==> src/rtl/area_acc_pkg.sv <==
package area_acc_pkg;

  typedef enum logic [1:0] {
    OP_NOP   = 2'd0,
    OP_READ  = 2'd1,
    OP_BCAST = 2'd2
  } memOp_e;

  typedef struct packed {
    logic issueRead;
    logic captureVal;
    logic issueWrite;
  } stepStrobe_t;

endpackage

==> src/rtl/area_ctrl.sv <==
module area_ctrl
  import area_acc_pkg::*;
#(
  parameter int N  = 16,
  parameter int AW = 4
) (
  input  logic          clk,
  input  logic          rstN,
  input  logic          start,
  output stepStrobe_t   strobe,
  output logic [AW-1:0] pos,
  output logic          done
);

  localparam logic [AW-1:0] LAST_POS = AW'(N - 1);

  typedef enum logic [1:0] {S_IDLE, S_READ, S_INC, S_WRITE} phase_e;
  phase_e phase;

  always_ff @(posedge clk) begin
    if (!rstN) begin
      phase <= S_IDLE;
      pos   <= '0;
      done  <= 1'b0;
    end else begin
      done <= 1'b0;
      unique case (phase)
        S_IDLE: begin
          if (start) begin
            phase <= S_READ;
            pos   <= '0;
          end
        end
        S_READ: phase <= S_INC;
        S_INC:  phase <= S_WRITE;
        S_WRITE: begin
          if (pos == LAST_POS) begin
            phase <= S_IDLE;
            done  <= 1'b1;
          end else begin
            pos   <= pos + 1'b1;
            phase <= S_READ;
          end
        end
        default: phase <= S_IDLE;
      endcase
    end
  end

  always_comb begin
    strobe            = '0;
    strobe.issueRead  = (phase == S_READ);
    strobe.captureVal = (phase == S_INC);
    strobe.issueWrite = (phase == S_WRITE);
  end

  // done never lasts two cycles
  p_done_single_r6: assert property (@(posedge clk) disable iff (!rstN)
    done |=> !done);

  // an accepted start leads to a read of position 0
  p_start_reads_zero_r2: assert property (@(posedge clk) disable iff (!rstN)
    (phase == S_IDLE && start) |=> (strobe.issueRead && pos == '0));

  // a start during a scan does not move the position back
  p_busy_start_ignored_r7: assert property (@(posedge clk) disable iff (!rstN)
    (phase == S_INC && start) |=> (strobe.issueWrite && $stable(pos)));

  // read, capture and write follow each other
  p_phase_order_r2: assert property (@(posedge clk) disable iff (!rstN)
    strobe.issueRead |=> strobe.captureVal);

endmodule

==> src/rtl/area_datapath.sv <==
module area_datapath
  import area_acc_pkg::*;
#(
  parameter int AW = 4,
  parameter int LW = 4,
  parameter int CW = 5
) (
  input  logic          clk,
  input  logic          rstN,
  input  stepStrobe_t   strobe,
  input  logic [AW-1:0] pos,
  input  logic [LW-1:0] rdLabel,
  input  logic [CW-1:0] rdCount,
  output logic [1:0]    cmdOp,
  output logic [AW-1:0] cmdAddr,
  output logic [LW-1:0] cmdKey,
  output logic [CW-1:0] cmdData
);

  localparam logic [CW-1:0] COUNT_MAX = {CW{1'b1}};

  logic [LW-1:0] labelReg;
  logic [CW-1:0] countReg;
  logic [CW-1:0] countNext;

  assign countNext = (rdCount == COUNT_MAX) ? COUNT_MAX : rdCount + 1'b1;

  always_ff @(posedge clk) begin
    if (!rstN) begin
      labelReg <= '0;
      countReg <= '0;
    end else if (strobe.captureVal) begin
      labelReg <= rdLabel;
      countReg <= countNext;
    end
  end

  always_comb begin
    cmdOp   = OP_NOP;
    cmdAddr = pos;
    cmdKey  = labelReg;
    cmdData = countReg;
    if (strobe.issueRead)
      cmdOp = OP_READ;
    else if (strobe.issueWrite && labelReg != '0)
      cmdOp = OP_BCAST;
  end

  // a full count stays full
  p_no_overflow_r3: assert property (@(posedge clk) disable iff (!rstN)
    (strobe.captureVal && rdCount == COUNT_MAX) |=> (countReg == COUNT_MAX));

  // a non-full count is raised by exactly one
  p_increment_r4: assert property (@(posedge clk) disable iff (!rstN)
    (strobe.captureVal && rdCount != COUNT_MAX) |=> (countReg == $past(rdCount) + 1'b1));

  // background is never broadcast
  p_no_bg_write_r5: assert property (@(posedge clk) disable iff (!rstN)
    (cmdOp == OP_BCAST) |-> (cmdKey != '0));

  // a broadcast carries the label captured the cycle before
  p_key_match_r4: assert property (@(posedge clk) disable iff (!rstN)
    (strobe.captureVal && rdLabel != '0) |=> (cmdOp == OP_BCAST && cmdKey == $past(rdLabel)));

endmodule

==> src/rtl/region_area_acc.sv <==
module region_area_acc
  import area_acc_pkg::*;
#(
  parameter int N  = 16,
  parameter int LW = 4,
  parameter int CW = 5,
  localparam int AW = (N > 1) ? $clog2(N) : 1
) (
  input  logic          clk,
  input  logic          rstN,
  input  logic          start,
  output logic          done,
  output logic [1:0]    cmdOp,
  output logic [AW-1:0] cmdAddr,
  output logic [LW-1:0] cmdKey,
  output logic [CW-1:0] cmdData,
  input  logic [LW-1:0] rdLabel,
  input  logic [CW-1:0] rdCount
);

  stepStrobe_t   strobe;
  logic [AW-1:0] pos;

  area_ctrl #(.N(N), .AW(AW)) u_ctrl (
    .clk    (clk),
    .rstN   (rstN),
    .start  (start),
    .strobe (strobe),
    .pos    (pos),
    .done   (done)
  );

  area_datapath #(.AW(AW), .LW(LW), .CW(CW)) u_dp (
    .clk     (clk),
    .rstN    (rstN),
    .strobe  (strobe),
    .pos     (pos),
    .rdLabel (rdLabel),
    .rdCount (rdCount),
    .cmdOp   (cmdOp),
    .cmdAddr (cmdAddr),
    .cmdKey  (cmdKey),
    .cmdData (cmdData)
  );

  // no command while the scan is not running after reset
  p_quiet_done_r1: assert property (@(posedge clk) disable iff (!rstN)
    done |-> (cmdOp == 2'd0));

endmodule

==> config.mk <==
export PLATFORM = sky130hd
export DESIGN_NAME = region_area_acc
export DESIGN_NICKNAME = d
export VERILOG_FILES = /design/src/rtl/area_acc_pkg.sv /design/src/rtl/area_ctrl.sv /design/src/rtl/area_datapath.sv /design/src/rtl/region_area_acc.sv
export SDC_FILE = /design/constraint.sdc
export NUM_CORES = 1
export LEC_CHECK = 0
export CORE_MARGIN = 2
export CORE_UTILIZATION = 43
export DETAILED_ROUTE_END_ITERATION = 16
export GPL_TIMING_DRIVEN = 0
export PLACE_DENSITY = 0.88
export SYNTH_ARGS = -nofsm -noshare
export SYNTH_HDL_FRONTEND = slang
export SYNTH_SLANG_ARGS = --single-unit
==> constraint.sdc <==
create_clock -name clk -period 1.95 [get_ports clk]
set_clock_uncertainty 0.1 [all_clocks]
set_input_delay 0.585 -clock clk [delete_from_list [all_inputs] [get_ports clk]]
set_output_delay 0.585 -clock clk [all_outputs]
set_load 0.05 [all_outputs]
# After elaboration in Yosys (flattened, before gate mapping)
# Index checks and enable logic that the tools add are counted.
[word_totals]
elab_cells = 30
register_bits = 16
in_bits = 12
[op_classes]
eq_ne = 7
n_reduce_logical = 6
mux = 10
addsub = 2
[op_table]
columns = ["operator", "n"]
rows = [
  ["4-bit two-way mux", 2],
  ["2-bit one-hot mux with 4 select lines", 1],
  ["4-bit one-hot mux with 2 select lines", 1],
  ["2-bit two-way mux", 3],
  ["5-bit by 1-bit adder with 5-bit output (second input constant)", 1],
  ["5-bit == test (second input constant)", 1],
  ["5-bit two-way mux", 1],
  ["4-bit by 1-bit adder with 4-bit output (second input constant)", 1],
  ["2-bit == test (second input constant)", 2],
  ["4-bit == test (second input constant)", 1],
  ["2-bit inequality test (second input constant)", 2],
  ["4-bit nonzero test", 1],
  ["3-bit AND reduction", 1],
  ["2-bit by 1-bit == test with 1-bit output (second input constant)", 1],
  ["2-bit zero test", 1],
  ["1-bit two-way mux", 2],
  ["2-bit AND reduction", 1],
  ["2-bit nonzero test", 1],
  ["1-bit logical AND", 1],
]

# Longest topological paths before layout
[depth]
depth_word = 4
depth_mapped = 5
ltp_nobuf = 5

# Hierarchy
# A second synthesis with hierarchy kept.
[unflattened]
hier_cells = 88
area_unflattened_um2 = 840.8
[modules_own_cells]
columns = ["module", "cells_per_inst", "instances", "area_per_inst_um2"]
rows = [
  ["area_datapath", 43, 1, 422.9],
  ["area_ctrl", 45, 1, 417.9],
]

# Least setup slack after synthesis
# Ideal clock, no wire load.
[synth_timing]
kind = "register to output"
from = "register u_ctrl.phase[1]"
to = "output port cmdOp[1]"
required_ns = 1.265
t_arrival_ns = 2.051
setup_slack_ns = -0.786
path_stages_with_launch = 4
cell_sequence = "dfxtp_1 inv_1 ha_1 nor3b_1"
[synth_via]
elab_chain_cells = 4
[synth_lines]
columns = ["element", "line", "rtl"]
rows = [
  ["start, declared", "area_ctrl.sv:18", "phase_e phase;"],
  ["start signal, assigned", "area_ctrl.sv:22", "phase <= S_IDLE;"],
  ["start signal, assigned", "area_ctrl.sv:30", "phase <= S_READ;"],
  ["start signal, assigned", "area_ctrl.sv:34", "S_READ: phase <= S_INC;"],
  ["2-bit == test", "area_ctrl.sv:54", "strobe.issueWrite = (phase == S_WRITE);"],
  ["1-bit logical AND", "area_datapath.sv:45", "else if (strobe.issueWrite && labelReg != '0)"],
  ["2-bit two-way mux", "area_datapath.sv:45", ""],
  ["2-bit two-way mux *", "area_datapath.sv:43", "if (strobe.issueRead)"],
  ["end, declared", "region_area_acc.sv:13", "output logic [1:0] cmdOp,"],
]
# Mark *: on every way between the ends. The rest lies on a longest branch, timed or not.

# Worst setup path in the final report
[layout_timing]
from = "register u_ctrl.phase[0]"
to = "output port cmdOp[1]"
# Same word-level chain as after synthesis.

==> metrics.md <==
| Metric | Value |
|---|---|
| Initial standard-cell utilization of the core | `0.4581` |
| Fin crit share | `0.9999` |
| Dpl cells | `about 140` |
| Number of violations reported at the end of detailed-routing iteration 0 | `7` |
| Unique cell type count in the Yosys netlist | `28` |
| Critical path fanouts, max | `4` |
| Core area | `0.001745 mm^2` |
| GRT overflow | `0` |
| Number of vias per cell | `between 5 and 6` |
| Kind of end point of the critical path | `primary output` |
| GR Util All Layers | `0.1910` |
| Setup slack, reg-to-reg | `240 ps` |
| Final instance count without filler cells | `roughly 150` |
| Height of the die | `approximately 47 um` |
| Flip-flop and latch count after synthesis | `16` |
| Launching instance or port of the critical path | `u_ctrl.phase[0]` |
| Vias | `771` |
| Worst-skew pair later-pin latency | `roughly 280 ps` |
| Pwr/cell area | `1153 mW/mm^2` |
| Weighted congestion reported at the end of routability-driven placement | `slightly above 0.8` |
| Overall power after layout | `between 1000 and 1500 uW` |
| Die width | `around 47 um` |
| Worst flop-to-flop path startpoint | `u_ctrl.phase[0]` |
| Top-Level Pins | `28` |
| Clk pin slew, worst setup/hold paths | `approximately 100 ps` |
| Antenna-violating nets left | `0` |
| Final slew viol count | `0` |
| Worst Hold Margin | `around 400 ps` |
| Via count of the first global-routing pass | `around 740` |
| Dominant cell type by area after synthesis | `sky130_fd_sc_hd__dfxtp_1` |
| Placement row count | `15` |
| Worst vdd ir | `around 0.74 mV` |
| Hold Path Class | `reg -> reg` |
| Number of buffers on the longest clock path | `2` |
| Cells after synthesis | `86` |
| Flop pwr share | `0.333` |
| End of the worst register-to-register path | `u_ctrl.pos[2]` |
| Critical path class | `reg -> out` |
| Post-Syn Nets | `between 100 and 150` |
| Worst setup path endpoint | `cmdOp[1]` |
| Area growth syn-to-layout | `53.83%` |
| Finish-stage setup viols | `0` |
| Master cell of the clock root buffer | `sky130_fd_sc_hd__clkbuf_4` |
| Setup repair after global routing missed its margin | `true` |
| Largest cells by area after synthesis | `sky130_fd_sc_hd__dfxtp_1, sky130_fd_sc_hd__ha_1, sky130_fd_sc_hd__mux2i_1, sky130_fd_sc_hd__a21oi_1, sky130_fd_sc_hd__o21ai_0` |
| Total CTS buffers | `3` |
| First-pass GRT wire length | `around 3000 um` |
| Number of max-cap violations | `0` |
| Achievable clock frequency | `about 500 MHz` |
| Post-DR wirelength/cell | `roughly 14 um` |
| Commonest cells after routing, fill and taps aside | `sky130_fd_sc_hd__clkdlybuf4s50_1, sky130_fd_sc_hd__dlygate4sd2_1, sky130_fd_sc_hd__dfxtp_1` |
| Clock tree from TritonCTS | `done` |
| Clock power frac | `0.153` |
| Reported net switching power | `625.0 uW` |
| First-pass DRT Iterations | `3` |
| Worst EP required | `about 1300 ps` |
| Worst slew pin tran | `about 500 ps` |
| Design internal power | `793.6 uW` |
| # nets final | `between 100 and 150` |
| Layout Utilization | `0.7047` |
| DP HPWL | `around 1300 um` |
| Antenna violations before repair | `0` |
| Sw Share | `0.4406` |
| Post-detailed-route DRC marker count | `0` |
| Die ar. | `0.002220 mm^2` |
| Run status | `completed` |
| Post-layout minimum cycle time | `between 1500 and 2000 ps` |
| Largest net degree at the start of global routing | `11` |
| Number of warnings issued by yosys | `0` |
| Startpoint class of the critical path | `flop` |
| Final routed wirelength across all metal layers | `roughly 2000 um` |
| Total count of hold-check failures in the final report | `0` |
| Proportion of netlist area held by the largest area contributor | `0.4006` |
| Worst Path Arrival | `around 1300 ps` |
| Port bufs | `27` |
| Fraction of final layout cells with drive strength greater than 1 | `0.2520` |
| Sequential element share of the synthesized area | `0.4006` |
| Share of power burned in combinational logic | `0.514` |
| Total of fill cells in the finished design | `~140` |
| N_diodes | `0` |
| Clock Sink Count | `16` |
| Number of H-tree levels | `1` |
| Aggregate negative setup slack | `0 ps` |
| Cell area after synthesis | `799.5 um^2` |
| Leakage power total | `between 0.0005 and 0.0006 uW` |
| Max-slew headroom at the worst pin | `0.6671` |
| Depth of the most critical reg-to-reg path | `7` |
| Post-Synthesis Mean Instance Area | `between 9 and 10 um^2` |
## worst min path at each step
stage / startpoint / to / slack, ps / depth (start not counted)
finish: u_ctrl.pos[1] / u_ctrl.pos[1] / 400 / 2
global placement: u_ctrl.pos[1] / u_ctrl.pos[1] / 370 / 2
global route: u_ctrl.pos[1] / u_ctrl.pos[1] / 430 / 2
detailed placement: u_ctrl.pos[1] / u_ctrl.pos[1] / 390 / 2
floorplan: u_ctrl.phase[1] / u_ctrl.phase[1] / 430 / 2
CTS: u_ctrl.pos[1] / u_ctrl.pos[1] / 400 / 2
## synthesized netlist by cell type
master	n
sky130_fd_sc_hd__a211oi_1	1
sky130_fd_sc_hd__a21oi_1	7
sky130_fd_sc_hd__a221oi_1	1
sky130_fd_sc_hd__a2bb2oi_1	1
sky130_fd_sc_hd__a31oi_1	1
sky130_fd_sc_hd__a41oi_1	1
sky130_fd_sc_hd__a41oi_2	1
sky130_fd_sc_hd__and2b_1	1
sky130_fd_sc_hd__buf_2	2
sky130_fd_sc_hd__clkbuf_2	1
sky130_fd_sc_hd__dfxtp_1	16
sky130_fd_sc_hd__ha_1	7
sky130_fd_sc_hd__inv_1	5
sky130_fd_sc_hd__mux2i_1	7
sky130_fd_sc_hd__nand2_1	6
sky130_fd_sc_hd__nand2b_1	1
sky130_fd_sc_hd__nand2b_2	1
sky130_fd_sc_hd__nand3_1	4
sky130_fd_sc_hd__nand3b_1	1
sky130_fd_sc_hd__nand4_1	1
sky130_fd_sc_hd__nand4b_1	1
sky130_fd_sc_hd__nor2_1	6
sky130_fd_sc_hd__nor3b_1	2
sky130_fd_sc_hd__nor4_1	1
sky130_fd_sc_hd__o21ai_0	6
sky130_fd_sc_hd__o221ai_1	1
sky130_fd_sc_hd__xnor2_1	1
sky130_fd_sc_hd__xor2_1	2
## registers in the layout, indices dropped and copies added, names as in the netlist
signal and cells:
u_ctrl.done 1, u_dp.cmdData 5, u_ctrl.phase 2, u_ctrl.pos 4, u_dp.cmdKey 4
## kinds of logic (layout without fill, tap and decap cells)
logic type | Yosys count | in the layout | share of synthesized area
and+or+nand+nor | 25 | 25 | 0.1643
DFF | 16 | 16 | 0.4006
xor gates and xnor gates | 3 | 3 | 0.03287
adders and majority gates | 7 | 7 | 0.1095
buffers and inverters | 8 | 45 | 0.04225
muxes | 7 | 7 | 0.08764
AOI/OAI and AO/OA | 20 | 20 | 0.1628
## metrics by stage
step	setup WS [ps]	cell area [um^2]
floorplan	25.63	818.3
global placement	-530.9	1120
detailed placement	-537.8	1120
CTS	-117.7	1156
global route	-52.86	1230
finish	0.1829	1230
## what timing repair did
action	CTS	global route
setup buffers	0	6
setup endpoints to repair	16	4
hold buffers	0	0
hold endpoints to repair	0	0
resized for setup	34	11
pin swaps	0	1
## cell type report
| class | instances | area (um^2) | share of cell area |
|---|---|---|---|
| multi-input combinational | 62 | 496.7 | 0.4039 |
| inverter | 5 | 18.77 | 0.01526 |
| clock buffer | 4 | 36.28 | 0.02950 |
| tap | 25 | 31.28 | 0.02543 |
| buffer | 3 | 25.02 | 0.02035 |
| timing repair buffer | 33 | 289.0 | 0.2350 |
| sequential | 16 | 332.8 | 0.2706 |
## critical path, cell delays in order, from the launching register on
cell,delay [ps]
sky130_fd_sc_hd__dfxtp_4,400
sky130_fd_sc_hd__ha_4,140
sky130_fd_sc_hd__buf_8,90
sky130_fd_sc_hd__nor3b_4,170
sky130_fd_sc_hd__buf_6,180
## layer usage
layer / global-route usage / part of all wire / vias up
met4: 0.06667 / 0.017 / 0
li1: - / - / 382
met2: 0.3342 / 0.54 / 21
met5: 0 / 0 / -
met1: 0.2342 / 0.40 / 362
met3: 0.03462 / 0.040 / 6
## power groups by stage
stage	Clock, uW	Combinational [uW]	Sequential [uW]
after floorplan	0	335	602
after detailed placement	0	683	451
after global routing	237	783	480
after CTS	222	657	449
after global placement	0	667	447
final	217	729	473
Power figures use the tool's default switching activity.
